[config.mk]
export PLATFORM = sky130hd
export DESIGN_NAME = ps2_port_regs
export DESIGN_NICKNAME = d
export VERILOG_FILES = /design/src/rtl/ps2r_pkg.sv /design/src/rtl/ps2r_decode.sv /design/src/rtl/ps2r_regs.sv /design/src/rtl/ps2r_rdmux.sv /design/src/rtl/ps2_port_regs.sv
export SDC_FILE = /design/constraint.sdc
export NUM_CORES = 1
export LEC_CHECK = 0
export ABC_AREA = 1
export CORE_ASPECT_RATIO = 1.75
export CORE_MARGIN = 2
export CORE_UTILIZATION = 43
export DETAILED_ROUTE_END_ITERATION = 16
export GPL_ROUTABILITY_DRIVEN = 0
export GPL_TIMING_DRIVEN = 0
export PLACE_DENSITY = 0.81
export SLEW_MARGIN = 25
export SYNTH_ARGS = -nofsm -noshare
export SYNTH_HDL_FRONTEND = slang
export SYNTH_SLANG_ARGS = --single-unit
[constraint.sdc]
create_clock -name clk -period 1.6 [get_ports clk]
set_input_delay 0.16 -clock clk [delete_from_list [all_inputs] [get_ports clk]]
set_output_delay 0.16 -clock clk [all_outputs]
set_load 0.03 [all_outputs]
[src/rtl/ps2r_pkg.sv]
package ps2r_pkg;

  // word indices of the defined registers (byte address bits above 1:0)
  typedef enum logic [2:0] {
    IDX_CTRL  = 3'd0,
    IDX_STAT  = 3'd1,
    IDX_DATA  = 3'd2,
    IDX_CDIV  = 3'd3,
    IDX_ISTAT = 3'd4
  } reg_idx_e;

  // control register bit positions used by the interrupt
  localparam int RX_IE_BIT = 4;
  localparam int TX_IE_BIT = 3;

  // identification window: eight words at the top of the region
  localparam int ID_WORDS = 8;
  localparam int ID_SEL_W = $clog2(ID_WORDS);
  localparam int WIN_LSB  = ID_SEL_W + 2;

  typedef struct packed {
    logic                hit_ctrl;
    logic                hit_stat;
    logic                hit_data;
    logic                hit_cdiv;
    logic                hit_istat;
    logic                hit_id;
    logic [ID_SEL_W-1:0] id_sel;
  } dec_t;

  function automatic logic [7:0] id_byte(input logic [ID_SEL_W-1:0] n);
    logic [7:0] b;
    case (n)
      3'd0:    b = 8'h50;
      3'd1:    b = 8'h10;
      3'd2:    b = 8'h04;
      3'd3:    b = 8'h00;
      3'd4:    b = 8'h0D;
      3'd5:    b = 8'hF0;
      3'd6:    b = 8'h05;
      default: b = 8'hB1;
    endcase
    return b;
  endfunction

endpackage

[src/rtl/ps2r_decode.sv]
module ps2r_decode
  import ps2r_pkg::*;
#(
  parameter int ADDR_W = 12
) (
  input  logic [ADDR_W-1:0] addr,
  output dec_t              dec
);

  localparam int IDX_W = ADDR_W - 2;

  logic [IDX_W-1:0] widx;
  logic [1:0]       unused_lsb;

  assign widx       = addr[ADDR_W-1:2];
  assign unused_lsb = addr[1:0];

  always_comb begin
    dec        = '0;
    dec.hit_id = &addr[ADDR_W-1:WIN_LSB];
    dec.id_sel = addr[WIN_LSB-1:2];
    if (!dec.hit_id) begin
      case (widx)
        IDX_W'(IDX_CTRL):  dec.hit_ctrl  = 1'b1;
        IDX_W'(IDX_STAT):  dec.hit_stat  = 1'b1;
        IDX_W'(IDX_DATA):  dec.hit_data  = 1'b1;
        IDX_W'(IDX_CDIV):  dec.hit_cdiv  = 1'b1;
        IDX_W'(IDX_ISTAT): dec.hit_istat = 1'b1;
        default: ;
      endcase
    end
  end

endmodule

[src/rtl/ps2r_regs.sv]
module ps2r_regs
  import ps2r_pkg::*;
#(
  parameter int CTRL_W = 8,
  parameter int CDIV_W = 8,
  parameter int BYTE_W = 8
) (
  input  logic              clk,
  input  logic              rst,
  input  logic              wr_ctrl,
  input  logic              wr_cdiv,
  input  logic              wr_data,
  input  logic              rd_data,
  input  logic [CTRL_W-1:0] wr_ctrl_val,
  input  logic [CDIV_W-1:0] wr_cdiv_val,
  input  logic [BYTE_W-1:0] wr_byte_val,
  input  logic              rx_pending,
  input  logic [BYTE_W-1:0] rx_byte,
  output logic [CTRL_W-1:0] ctrl_q,
  output logic [CDIV_W-1:0] cdiv_q,
  output logic [BYTE_W-1:0] last_q,
  output logic              rx_pop,
  output logic              tx_strobe,
  output logic [BYTE_W-1:0] tx_byte,
  output logic              irq
);

  logic [CTRL_W-1:0] ctrl_nxt;

  assign ctrl_nxt = wr_ctrl ? wr_ctrl_val : ctrl_q;
  // pop handshake: only when the device offers a byte
  assign rx_pop   = rd_data & rx_pending;

  always_ff @(posedge clk) begin
    if (rst) begin
      ctrl_q    <= '0;
      cdiv_q    <= '0;
      last_q    <= '0;
      tx_strobe <= 1'b0;
      tx_byte   <= '0;
      irq       <= 1'b0;
    end else begin
      ctrl_q    <= ctrl_nxt;
      if (wr_cdiv) cdiv_q <= wr_cdiv_val;
      if (rx_pop)  last_q <= rx_byte;
      tx_strobe <= wr_data;
      if (wr_data) tx_byte <= wr_byte_val;
      irq       <= (rx_pending & ctrl_nxt[RX_IE_BIT]) | ctrl_nxt[TX_IE_BIT];
    end
  end

endmodule

[src/rtl/ps2r_rdmux.sv]
module ps2r_rdmux
  import ps2r_pkg::*;
#(
  parameter int DATA_W = 32,
  parameter int CTRL_W = 8,
  parameter int CDIV_W = 8,
  parameter int BYTE_W = 8
) (
  input  logic              clk,
  input  logic              rst,
  input  logic              rd_en,
  input  dec_t              dec,
  input  logic [CTRL_W-1:0] ctrl_q,
  input  logic [CDIV_W-1:0] cdiv_q,
  input  logic [BYTE_W-1:0] last_q,
  input  logic              rx_pending,
  input  logic [BYTE_W-1:0] rx_byte,
  output logic [DATA_W-1:0] rdata
);

  logic [7:0]        stat_v;
  logic [DATA_W-1:0] rd_nxt;

  // transmit empty always set, pending at bit4, parity of last byte at bit2
  assign stat_v = {1'b0, 1'b1, 1'b0, rx_pending, 1'b0, ^last_q, 2'b00};

  always_comb begin
    rd_nxt = '0;
    if (dec.hit_id)         rd_nxt = DATA_W'(id_byte(dec.id_sel));
    else if (dec.hit_ctrl)  rd_nxt = DATA_W'(ctrl_q);
    else if (dec.hit_stat)  rd_nxt = DATA_W'(stat_v);
    else if (dec.hit_data)  rd_nxt = rx_pending ? DATA_W'(rx_byte) : DATA_W'(last_q);
    else if (dec.hit_cdiv)  rd_nxt = DATA_W'(cdiv_q);
    else if (dec.hit_istat) rd_nxt = DATA_W'({1'b1, rx_pending});
  end

  always_ff @(posedge clk) begin
    if (rst)        rdata <= '0;
    else if (rd_en) rdata <= rd_nxt;
  end

endmodule

[src/rtl/ps2_port_regs.sv]
module ps2_port_regs
  import ps2r_pkg::*;
#(
  parameter int ADDR_W = 12,
  parameter int DATA_W = 32,
  parameter int CTRL_W = 8,
  parameter int CDIV_W = 8
) (
  input  logic              clk,
  input  logic              rst,
  input  logic              bus_sel,
  input  logic              bus_we,
  input  logic [ADDR_W-1:0] bus_addr,
  input  logic [DATA_W-1:0] bus_wdata,
  output logic [DATA_W-1:0] bus_rdata,
  input  logic              rx_pending,
  input  logic [7:0]        rx_byte,
  output logic              rx_pop,
  output logic              tx_strobe,
  output logic [7:0]        tx_byte,
  output logic              irq
);

  localparam int BYTE_W = 8;

  dec_t              dec;
  logic              wr_en, rd_en;
  logic [CTRL_W-1:0] ctrl_q;
  logic [CDIV_W-1:0] cdiv_q;
  logic [BYTE_W-1:0] last_q;

  assign wr_en = bus_sel &  bus_we;
  assign rd_en = bus_sel & ~bus_we;

  ps2r_decode #(.ADDR_W(ADDR_W)) u_dec (
    .addr (bus_addr),
    .dec  (dec)
  );

  ps2r_regs #(.CTRL_W(CTRL_W), .CDIV_W(CDIV_W), .BYTE_W(BYTE_W)) u_regs (
    .clk         (clk),
    .rst         (rst),
    .wr_ctrl     (wr_en & dec.hit_ctrl),
    .wr_cdiv     (wr_en & dec.hit_cdiv),
    .wr_data     (wr_en & dec.hit_data),
    .rd_data     (rd_en & dec.hit_data),
    .wr_ctrl_val (bus_wdata[CTRL_W-1:0]),
    .wr_cdiv_val (bus_wdata[CDIV_W-1:0]),
    .wr_byte_val (bus_wdata[BYTE_W-1:0]),
    .rx_pending  (rx_pending),
    .rx_byte     (rx_byte),
    .ctrl_q      (ctrl_q),
    .cdiv_q      (cdiv_q),
    .last_q      (last_q),
    .rx_pop      (rx_pop),
    .tx_strobe   (tx_strobe),
    .tx_byte     (tx_byte),
    .irq         (irq)
  );

  ps2r_rdmux #(.DATA_W(DATA_W), .CTRL_W(CTRL_W), .CDIV_W(CDIV_W), .BYTE_W(BYTE_W)) u_rd (
    .clk        (clk),
    .rst        (rst),
    .rd_en      (rd_en),
    .dec        (dec),
    .ctrl_q     (ctrl_q),
    .cdiv_q     (cdiv_q),
    .last_q     (last_q),
    .rx_pending (rx_pending),
    .rx_byte    (rx_byte),
    .rdata      (bus_rdata)
  );

  // upper write-data bits have no storage behind them
  logic unused_wdata;
  assign unused_wdata = ^bus_wdata;

endmodule

==> results of run 1 <==
==> report_power, final <==
| group | leakage [nW] | internal [W] | switching, W | total (W) |
|---|---|---|---|---|
| clock network | 0.0683 | 0.000626 | 0.000402 | 0.00103 |
| registers | 0.339 | 0.00105 | 0.00000514 | 0.00106 |
| logic | 1.13 | 0.000150 | 0.000229 | 0.000379 |
==> critical path, cell delays in order <==
cell and delay [ns]:
dlygate4sd2_1 0.47, inv_1 0.20, nand2_1 0.19, nor2_4 0.08, buf_4 0.16, nand2_1 0.08, nand2_1 0.05, o21bai_1 0.23
a21oi_1 0.10
==> layout make-up <==
type                       count  share of cell area, %
buffer                        34                  7.006
clock inverter                 3                  2.061
inverter                      41                  4.608
multi-input combinational    262                  38.70
clock buffer                   5                  2.061
tap                           74                  2.773
sequential                    42                  25.18
timing repair buffer          63                  17.61
==> what timing repair did <==
item	in CTS	in global routing
setup buffers	14	0
gates resized for setup	33	5
setup endpoints to repair	30	30
pin swaps	7	1
==> logic make-up after synthesis <==
kind of cell	after synthesis	share of synthesized area [%]
AND/OR/NAND/NOR	146	26.83
buffers and inverters	75	16.20
AO/OA/AOI/OAI	92	21.46
other	1	0.1577
flip-flops	42	35.35
==> stage by stage <==
stage / hold WS, ns / utilization, % / std cells / total power, W
CTS: 0.4358 / 63.00 / 524 / 0.002454
finish: 0.3638 / 63.02 / 524 / 0.002464
global placement: 0.4427 / 57.52 / 502 / 0.001431
global route: 0.3967 / 63.02 / 524 / 0.002526
detailed placement: 0.4472 / 57.52 / 502 / 0.001433
floorplan: 0.3078 / - / 379 / 0.001302
==> per-layer routing <==
| layer | vias up | track usage (%) | wire [um] |
|---|---|---|---|
| met5 | - | 0 | 0 |
| met4 | 0 | 16.41 | 327 |
| met3 | 30 | 4.051 | 397 |
| met2 | 121 | 42.98 | 3645 |
| met1 | 1161 | 22.08 | 2388 |
| li1 | 1290 | - | - |
==> cells in the mapped netlist <==
cell type,count
o211ai_1,3
o22ai_1,1
nand4_1,2
nand3_1,21
nor4_2,1
dfxtp_1,42
clkbuf_1,6
nand2_4,1
inv_2,3
buf_4,25
nor3_4,1
buf_2,2
o21bai_1,1
nor3_1,2
a31oi_1,1
nor2_2,4
inv_1,38
a21oi_1,39
a211oi_2,5
conb_1,1
nand2_1,83
nand2_2,1
o21ai_0,42
nor2_4,2
buf_6,1
nor2_1,28
==> how the worst min path moves through the flow <==
stage | from | endpoint | slack, ns | cells past startpoint
after floorplan | rx_byte[0] | u_regs.last_q[0] | 0.31 | 2
after global placement | u_regs.ctrl_q[2] | u_regs.ctrl_q[2] | 0.44 | 2
after detailed placement | u_regs.ctrl_q[2] | u_regs.ctrl_q[2] | 0.45 | 2
after CTS | rx_byte[0] | u_regs.last_q[0] | 0.44 | 3
after global routing | bus_addr[3] | u_rd.rdata[6] | 0.40 | 4
final | bus_addr[3] | u_rd.rdata[6] | 0.36 | 4
==> registers in the layout, summed over array words and instances (netlist names) <==
register	flops
u_rd.rdata	8
u_regs.cdiv_q	8
u_regs.ctrl_q	8
u_regs.last_q	8
u_regs.tx_byte	8
u_regs.irq	1
u_regs.tx_strobe	1
==> results by group, run 1 <==
Status
  • Status: completed

Job
  • Max Cap Viol: 0

Floorplan
  • Core Region: around 5300 um2
  • # IOs: 100
  • Row cnt: 35
  • Die Height: slightly above 100 um
  • Initial Util: roughly 45%
  • Die width: 60.22 um
  • Die outline area: slightly above 6000 um2

Setup path
  • Reg-to-reg endpoint: u_rd.rdata[3]
  • Critical Path Sink: u_rd.rdata[3]
  • Worst r2r src: u_regs.last_q[3]
  • Setup crit end kind: flop
  • Startpoint Class: input pin
  • Worst reg2reg path depth: 6
  • Worst Path Class, Setup: in2reg
  • CP required: ~1.8 ns
  • CP Launch Point: bus_addr[4]
  • CP Max Fanout: 7
  • Crit path DAT: between 1.5 and 2 ns
  • Reg2reg setup slack: ~0.39 ns

Clock tree
  • CTS Root Cell: clkbuf_8
  • Quantity of hold-fixing buffers added after cts: 0
  • Worst-Skew Late Latency: around 0.30 ns
  • CTS tree: done
  • CTS max path bufs: 2
  • Htree depth: 2
  • Sink Count: 42
  • Clk slew on worst S/H paths: ~0.08 ns
  • Clock buffer count from CTS: 5

Yosys
  • Seq/Total Area, Yosys: between 30 and 40%
  • Syn_area_per_cell: between 6 and 7 um2
  • Mapped Cells: 356
  • Ys Warns: 0
  • Synthesized area: 2379 um2
  • Synth top area cells: dfxtp_1 (35%), nand2_1 (13%), o21ai_0 (8.8%)
  • Unique masters post-synth: 26
  • Cell taking the most area after synthesis: dfxtp_1
  • Yosys reg bits: between 40 and 50
  • Synth top area share: ~35%

Timing
  • Final min period: ~1.6 ns
  • Final worst-path cycle share: slightly below 100%
  • Fmax: between 0.6 and 0.7 GHz
  • Final setup margin: between 0.02 and 0.03 ns
  • Finish-stage setup viols: 0
  • Setup TNS: 0 ns
  • Final Hold Viols: 0
  • Clock skew: roughly 0.006 ns
  • Final max-slew violation count: 0
  • RSZ-0062 raised after global routing: true
  • Actual slew at the worst max-slew pin: between 0.6 and 0.7 ns
  • Slew headroom: between 50% and 60%

Global routing
  • GR Overflow Total: 0
  • Vias in the first global route: roughly 2,500
  • Number of antenna violations at the first check in global routing: 0
  • Global-route wire length before repair: between 10,000 and 15,000 um
  • GRT Total Usage: between 20% and 30%
  • Largest net degree at the start of global routing: 15

Final layout
  • Sequential standard cell area: about 840 um2
  • Final Cell Area: 3339 um2
  • Fin nets: approximately 510
  • Multi-input gate area: around 1300 um2
  • Antenna cells: 0
  • Most frequent cells in the layout: nand2_1 (81), dfxtp_1 (42), o21ai_0 (41), buf_4 (39), a21oi_1 (39)
  • Most common cell after layout, fill and taps aside: nand2_1
  • Layout cells sized above 1: 18.00%
  • Number of fill cells: a little under 500
  • P&R area growth vs syn: 40.40%

Drt
  • DRC errors left: 0
  • First drt pass iteration count: 4
  • Initial DRC Count: 96
  • Total number of vias: between 2,000 and 3,000
  • Vias per inst: a little under 5
  • Final wirelength: roughly 6800 um
  • Post-DRT Antenna Nets: 0
  • WL/cell: around 13 um

Worst hold path
  • Type of the tightest min-delay check: in2reg

Power
  • Max VDD drop: 0.0006079 V
  • Lkg Pwr: around 1.5 nW
  • Power density cells: roughly 740 nW/um2

Placed design
  • Post-DP Area: 3048 um2
  • Pre-CTS setup slack: -0.8594 ns
  • Hpwl dp: between 4000 and 5000 um
  • Port Buffers: 49
Power figures use the tool's default switching activity.
==> run 2: changes to the inputs <==
- GPL_ROUTABILITY_DRIVEN: 0 -> not set
==> run 2 against run 1 <==
  * Critical path depth down 3
  * Fmax up 3.4%
  * Worst hold slack better by 0.053 ns
  * Largest power group unchanged
  * Global-route usage up 0.58 points
  * Non-clock buffer count down 3
==> results by group, run 2 (synthesized netlist as in run 1, its figures left out) <==
Global routing
  • Global-route wire length before repair: 11,210 um (was 10,780 um)
  • Largest net degree at the start of global routing: 15 (unchanged)
  • Number of antenna violations at the first check in global routing: 0 (unchanged)
  • Vias in the first global route: 2,564 (was 2,522)
  • GRT Total Usage: 23.92% (was 23.33%)
  • GR Overflow Total: 0 (unchanged)

Clock tree
  • Worst-Skew Late Latency: 0.30 ns (about the same)
  • Htree depth: 2 (unchanged)
  • CTS tree: done (unchanged)
  • CTS max path bufs: 2 (unchanged)
  • Clock buffer count from CTS: 5 (unchanged)
  • Sink Count: 42 (unchanged)
  • CTS Root Cell: clkbuf_8 (unchanged)
  • Clk slew on worst S/H paths: 0.09 ns (was 0.08 ns)

Setup path
  • Startpoint Class: input pin (unchanged)
  • Crit path DAT: 1.36 ns (was 1.73 ns)
  • Reg2reg setup slack: 0.37 ns (was 0.39 ns)
  • CP required: 1.44 ns (was 1.76 ns)
  • Setup crit end kind: output pin (was flop)
  • Worst Path Class, Setup: in2out (was in2reg)
  • CP Max Fanout: 6 (was 7)
  • Worst reg2reg path depth: 6 (unchanged)

Final layout
  • Fin nets: 503 (was 506)
  • Antenna cells: 0 (unchanged)
  • Number of fill cells: 521 (was 486)
  • Layout cells sized above 1: 17.90% (was 18.00%)
  • Most common cell after layout, fill and taps aside: nand2_1 (unchanged)
  • P&R area growth vs syn: 37.82% (was 40.40%)
  • Final Core Density: 61.87% (was 63.02%)
  • Most frequent cells in the layout: nand2_1 (82), dfxtp_1 (42), o21ai_0 (41), a21oi_1 (39), clkdlybuf4s50_1 (38) (was nand2_1 (81), dfxtp_1 (42), o21ai_0 (41), buf_4 (39), a21oi_1 (39))

Timing
  • Final min period: 1.519 ns (was 1.570 ns)
  • Final Hold Viols: 0 (unchanged)
  • Clock skew: 0.004847 ns (was 0.005997 ns)
  • Final max-slew violation count: 0 (unchanged)
  • RSZ-0062 raised after global routing: true (unchanged)
  • Actual slew at the worst max-slew pin: 0.6297 ns (was 0.6394 ns)
  • Setup TNS: 0 ns (unchanged)
  • Fmax: 0.6582 GHz (was 0.6369 GHz)
  • Slew headroom: 58.02% (was 57.38%)
  • Final worst-path cycle share: 94.95% (was 98.13%)
  • Finish-stage setup viols: 0 (unchanged)

Drt
  • DRC errors left: 0 (unchanged)
  • Post-DRT Antenna Nets: 0 (unchanged)
  • Vias per inst: 4.814 (was 4.966)
  • Final wirelength: 6791 um (was 6759 um)
  • WL/cell: 13.03 um (was 12.90 um)
  • Initial DRC Count: 103 (was 96)
  • Total number of vias: 2,508 (was 2,602)
  • First drt pass iteration count: 4 (unchanged)

Power
  • Lkg Pwr: 1.508 nW (was 1.539 nW)
  • Tot Pwr: 0.002185 W (was 0.002464 W)
  • Max VDD drop: 0.0008545 V (was 0.0006079 V)
  • Power density cells: 666.6 nW/um2 (was 737.9 nW/um2)

Floorplan
  • Row cnt: 35 (unchanged)
  • # IOs: 100 (unchanged)
  • Core Region: 5299 um2 (unchanged)
  • Die Height: 102.4 um (unchanged)
  • Initial Util: 44.89% (unchanged)
  • Die width: 60.22 um (unchanged)
  • Die outline area: 6166 um2 (unchanged)

Job
  • Max Cap Viol: 0 (unchanged)

Placed design
  • Port Buffers: 49 (unchanged)
  • GPL Wtd Cong: 0.8840
  • Hpwl dp: 5268 um (was 4900 um)

Worst hold path
  • Type of the tightest min-delay check: in2reg (unchanged)
  • Cell count of the worst hold path: 4 (unchanged)

Status
  • Status: completed (unchanged)
## run 2: final cells by class
class                           count  area, um2  area share, %
Buffer                             34      236.5          7.214
Clock buffer                        6      82.58          2.519
Clock inverter                      2      16.27         0.4962
Inverter                           41      156.4          4.771
Multi-Input combinational cell    262       1287          39.27
Sequential cell                    42      840.8          25.65
Tap cell                           74      92.59          2.824
Timing Repair Buffer               60      565.5          17.25
## run 2: timing repair
action	in CTS	in global routing
hold buffers	0	0
endpoints found under the setup margin	33	23
setup buffers	11	0
pin swaps	8	1
gates resized for setup	31	12
## run 2: where the power goes
| part | leakage, nW | internal, W | switching [W] | total, W |
|---|---|---|---|---|
| Clock | 0.0478 | 0.000356 | 0.000400 | 0.000756 |
| Combinational | 1.12 | 0.000148 | 0.000225 | 0.000372 |
| Sequential | 0.339 | 0.00105 | 0.00000503 | 0.00106 |
## run 2: worst paths after layout
| kind | startpoint | to |
|---|---|---|
| worst min register to register | u_regs.ctrl_q[2] | u_regs.ctrl_q[2] |
| worst max-delay path | bus_sel | rx_pop |
| worst max register to register | u_regs.last_q[3] | u_rd.rdata[3] |
| worst min-delay path | bus_addr[3] | u_rd.rdata[6] |
## run 2: per-layer routing
| layer | GRT usage [%] | vias up | wire (um) |
|---|---|---|---|
| met1 | 24.36 | 1123 | 2453 |
| met3 | 3.165 | 19 | 301 |
| met4 | 11.45 | 0 | 258 |
| met5 | 0 | - | 0 |
| li1 | - | 1287 | - |
| met2 | 45.48 | 79 | 3777 |
## run 2: critical path: stages
cell and delay (ns):
clkdlybuf4s50_1 0.47, inv_1 0.04, nor2_1 0.14, inv_2 0.10
nor3_4 0.26, buf_6 0.17
## run 2: metrics by stage
| step | cells | worst slack [ns] | cell area [um2] | hold WS (ns) |
|---|---|---|---|---|
| after floorplan | 379 | 0.04429 | 2465 | 0.3078 |
| after global placement | 502 | -0.8715 | 3048 | 0.4415 |
| after detailed placement | 502 | -0.8641 | 3048 | 0.4541 |
| after CTS | 521 | 0.002621 | 3267 | 0.4330 |
| after global routing | 521 | -0.01716 | 3278 | 0.4175 |
| final | 521 | 0.08076 | 3278 | 0.4169 |
==> run 3: changes to the inputs <==
- REMOVE_ABC_BUFFERS: not set -> 1
- SETUP_SLACK_MARGIN: not set -> 0.02
- clock period: 1.6 -> 1.5 ns (I/O delays scaled with it)
==> run 3 against run 2 <==
  * Routed wire length fell by 1.7%
  * Die area did not move
  * Setup slack got worse by 0.030 ns
  * Via count fell by 1.6%
  * Worst hold slack got worse by 0.11 ns
  * Sequential power rose by 7%
  * Highest routed layer unchanged
  * Core utilization fell by 0.54 points
  * Total power rose by 18%
  * Flip-flop and latch count did not move
==> results by group, run 3 (synthesized netlist as in run 1, its figures left out) <==
Floorplan
  • # IOs: 100 (unchanged)
  • Die outline area: 6166 um2 (unchanged)
  • Row cnt: 35 (unchanged)
  • Core Region: 5299 um2 (unchanged)
  • Die width: 60.22 um (unchanged)
  • Initial Util: 44.89% (unchanged)
  • Die Height: 102.4 um (unchanged)

Placed design
  • Port Buffers: 49 (unchanged)
  • Placed insts: 468 (was 502)
  • Hpwl dp: 4660 um (was 5268 um)
  • GPL Wtd Cong: 0.9546 (was 0.8840)
  • Post-DP Area: 2816 um2 (was 3048 um2)

Clock tree
  • CTS Root Cell: clkbuf_8 (unchanged)
  • CTS tree: done (unchanged)
  • CTS max path bufs: 2 (unchanged)
  • Worst-Skew Late Latency: 0.30 ns (about the same)
  • Htree depth: 2 (unchanged)
  • Clock buffer count from CTS: 5 (unchanged)
  • Quantity of hold-fixing buffers added after cts: 0 (unchanged)
  • Clk slew on worst S/H paths: 0.09 ns (about the same)
  • Sink Count: 42 (unchanged)

Global routing
  • GR Overflow Total: 0 (unchanged)
  • Number of antenna violations at the first check in global routing: 0 (unchanged)
  • Global-route wire length before repair: 10,230 um (was 11,210 um)
  • Largest net degree at the start of global routing: 17 (was 15)
  • Vias in the first global route: 2,336 (was 2,564)
  • GRT Total Usage: 21.92% (was 23.92%)

Drt
  • Final wirelength: 6673 um (was 6791 um)
  • Post-DRT Antenna Nets: 0 (unchanged)
  • Vias per inst: 4.938 (was 4.814)
  • Initial DRC Count: 103 (unchanged)
  • First drt pass iteration count: 4 (unchanged)
  • Total number of vias: 2,469 (was 2,508)
  • WL/cell: 13.35 um (was 13.03 um)
  • Routed met2 length: 3673 um (was 3777 um)
  • DRC errors left: 0 (unchanged)
  • Max Used Layer: met4 (unchanged)
  • Metal3 WL: 318 um (was 301 um)
  • Met1 WL: 2422 um (was 2453 um)

Power
  • Max VDD drop: 0.0008234 V (was 0.0008545 V)
  • Power density cells: 793.2 nW/um2 (was 666.6 nW/um2)
  • Lkg Pwr: 1.607 nW (was 1.508 nW)

Final layout
  • Most common cell after layout, fill and taps aside: nand2_1 (unchanged)
  • Fin nets: 482 (was 503)
  • P&R area growth vs syn: 36.61% (was 37.82%)
  • Fin cells: 500 (was 521)
  • Most frequent cells in the layout: nand2_1 (80), dfxtp_1 (42), o21ai_0 (39), a21oi_1 (39), inv_1 (33) (was nand2_1 (82), dfxtp_1 (42), o21ai_0 (41), a21oi_1 (39), clkdlybuf4s50_1 (38))
  • Number of fill cells: 490 (was 521)
  • Final Core Density: 61.32% (was 61.87%)
  • Antenna cells: 0 (unchanged)
  • Final Cell Area: 3249 um2 (was 3278 um2)
  • Layout cells sized above 1: 16.20% (was 17.90%)

Setup path
  • CP Max Fanout: 2 (was 6)
  • Worst path slowest cell: clkdlybuf4s50_1 (unchanged)
  • Crit path DAT: 1.30 ns (was 1.36 ns)
  • Worst path max stage delay: 0.67 ns (was 0.47 ns)
  • CP Launch Point: u_rd.rdata[4] (was bus_sel)
  • Worst Path Class, Setup: reg2out (was in2out)
  • Worst-path cell chain: clkdlybuf4s50_1 (was clkdlybuf4s50_1, inv_1, nor2_1, inv_2, nor3_4, buf_6)
  • Worst r2r src: u_regs.last_q[5] (was u_regs.last_q[3])
  • Setup crit end kind: output pin (unchanged)
  • Crit path max-delay family: buffers and inverters (unchanged)
  • CP required: 1.35 ns (was 1.44 ns)
  • WP buf/inv: 1 (was 4)
  • Startpoint Class: flop (was input pin)

Timing
  • Clock skew: 0.005690 ns (was 0.004847 ns)
  • Final Hold Viols: 0 (unchanged)
  • Hold Slack: 0.3032 ns (was 0.4169 ns)
  • Final worst-path cycle share: 96.64%
  • Fmax: 0.6898 GHz
  • RSZ-0062 raised after global routing: false (was true)
  • Finish-stage setup viols: 0 (unchanged)
  • Final max-slew violation count: 0 (unchanged)
  • Final min period: approximately 1.4 ns

Status
  • Status: completed (unchanged)

Worst hold path
  • Type of the tightest min-delay check: in2reg (unchanged)
  • Worst hold start: rst (was bus_addr[3])

Job
  • Max Cap Viol: 0 (unchanged)
## run 3: area by class of cell
class | instances | area [um2] | share of cell area (%)
Multi-Input combinational cell | 262 | 1303 | 40.08
Sequential cell | 42 | 840.8 | 25.88
Tap cell | 74 | 92.59 | 2.849
Clock inverter | 3 | 68.82 | 2.118
Timing Repair inverter | 1 | 7.507 | 0.2310
Inverter | 41 | 166.4 | 5.121
Clock buffer | 5 | 68.82 | 2.118
Timing Repair Buffer | 72 | 701.9 | 21.60
## run 3: path summary, 6_finish.rpt
| kind | slack, ns | to | cells past startpoint |
|---|---|---|---|
| max | 0.05 | bus_rdata[4] | 1 |
| min | 0.30 | u_rd.rdata[0] | 2 |
| max reg2reg | 0.25 | u_rd.rdata[2] | 11 |
| min reg2reg | 0.47 | u_regs.ctrl_q[6] | 2 |
## run 3: stage by stage
| stage | total power (W) | TNS [ns] | worst slack, ns |
|---|---|---|---|
| 2_1_floorplan | 0.001330 | -0.9732 | -0.1918 |
| 3_3_place_gp | 0.001474 | -27.23 | -1.287 |
| 3_5_place_dp | 0.001476 | -28.63 | -1.311 |
| 4_1_cts | 0.002572 | 0 | 0.02046 |
| 5_1_grt | 0.002634 | 0 | 0.003773 |
| 6_report | 0.002577 | 0 | 0.05034 |
## run 3: per-layer routing
metal  vias to the layer above  GRT usage, %
li1                       1243             -
met5                         -             0
met2                        90         41.89
met4                         0         11.28
met1                      1113         21.22
met3                        23         3.797
## run 3: report_power, final
group	switching [W]	leakage, nW	internal [W]
clock network	0.000427	0.0683	0.000667
registers	0.00000380	0.339	0.00112
logic	0.000240	1.20	0.000117
total	0.000671	1.61	0.00191
## run 3: repair_timing
item | 4_1_cts | 5_1_grt
endpoints found under the hold margin | 0 | 0
endpoints found under the setup margin | 42 | 32
setup buffers | 17 | 6
pin swaps | 11 | 7
resized for setup | 48 | 23
gates cloned | 1 | 0
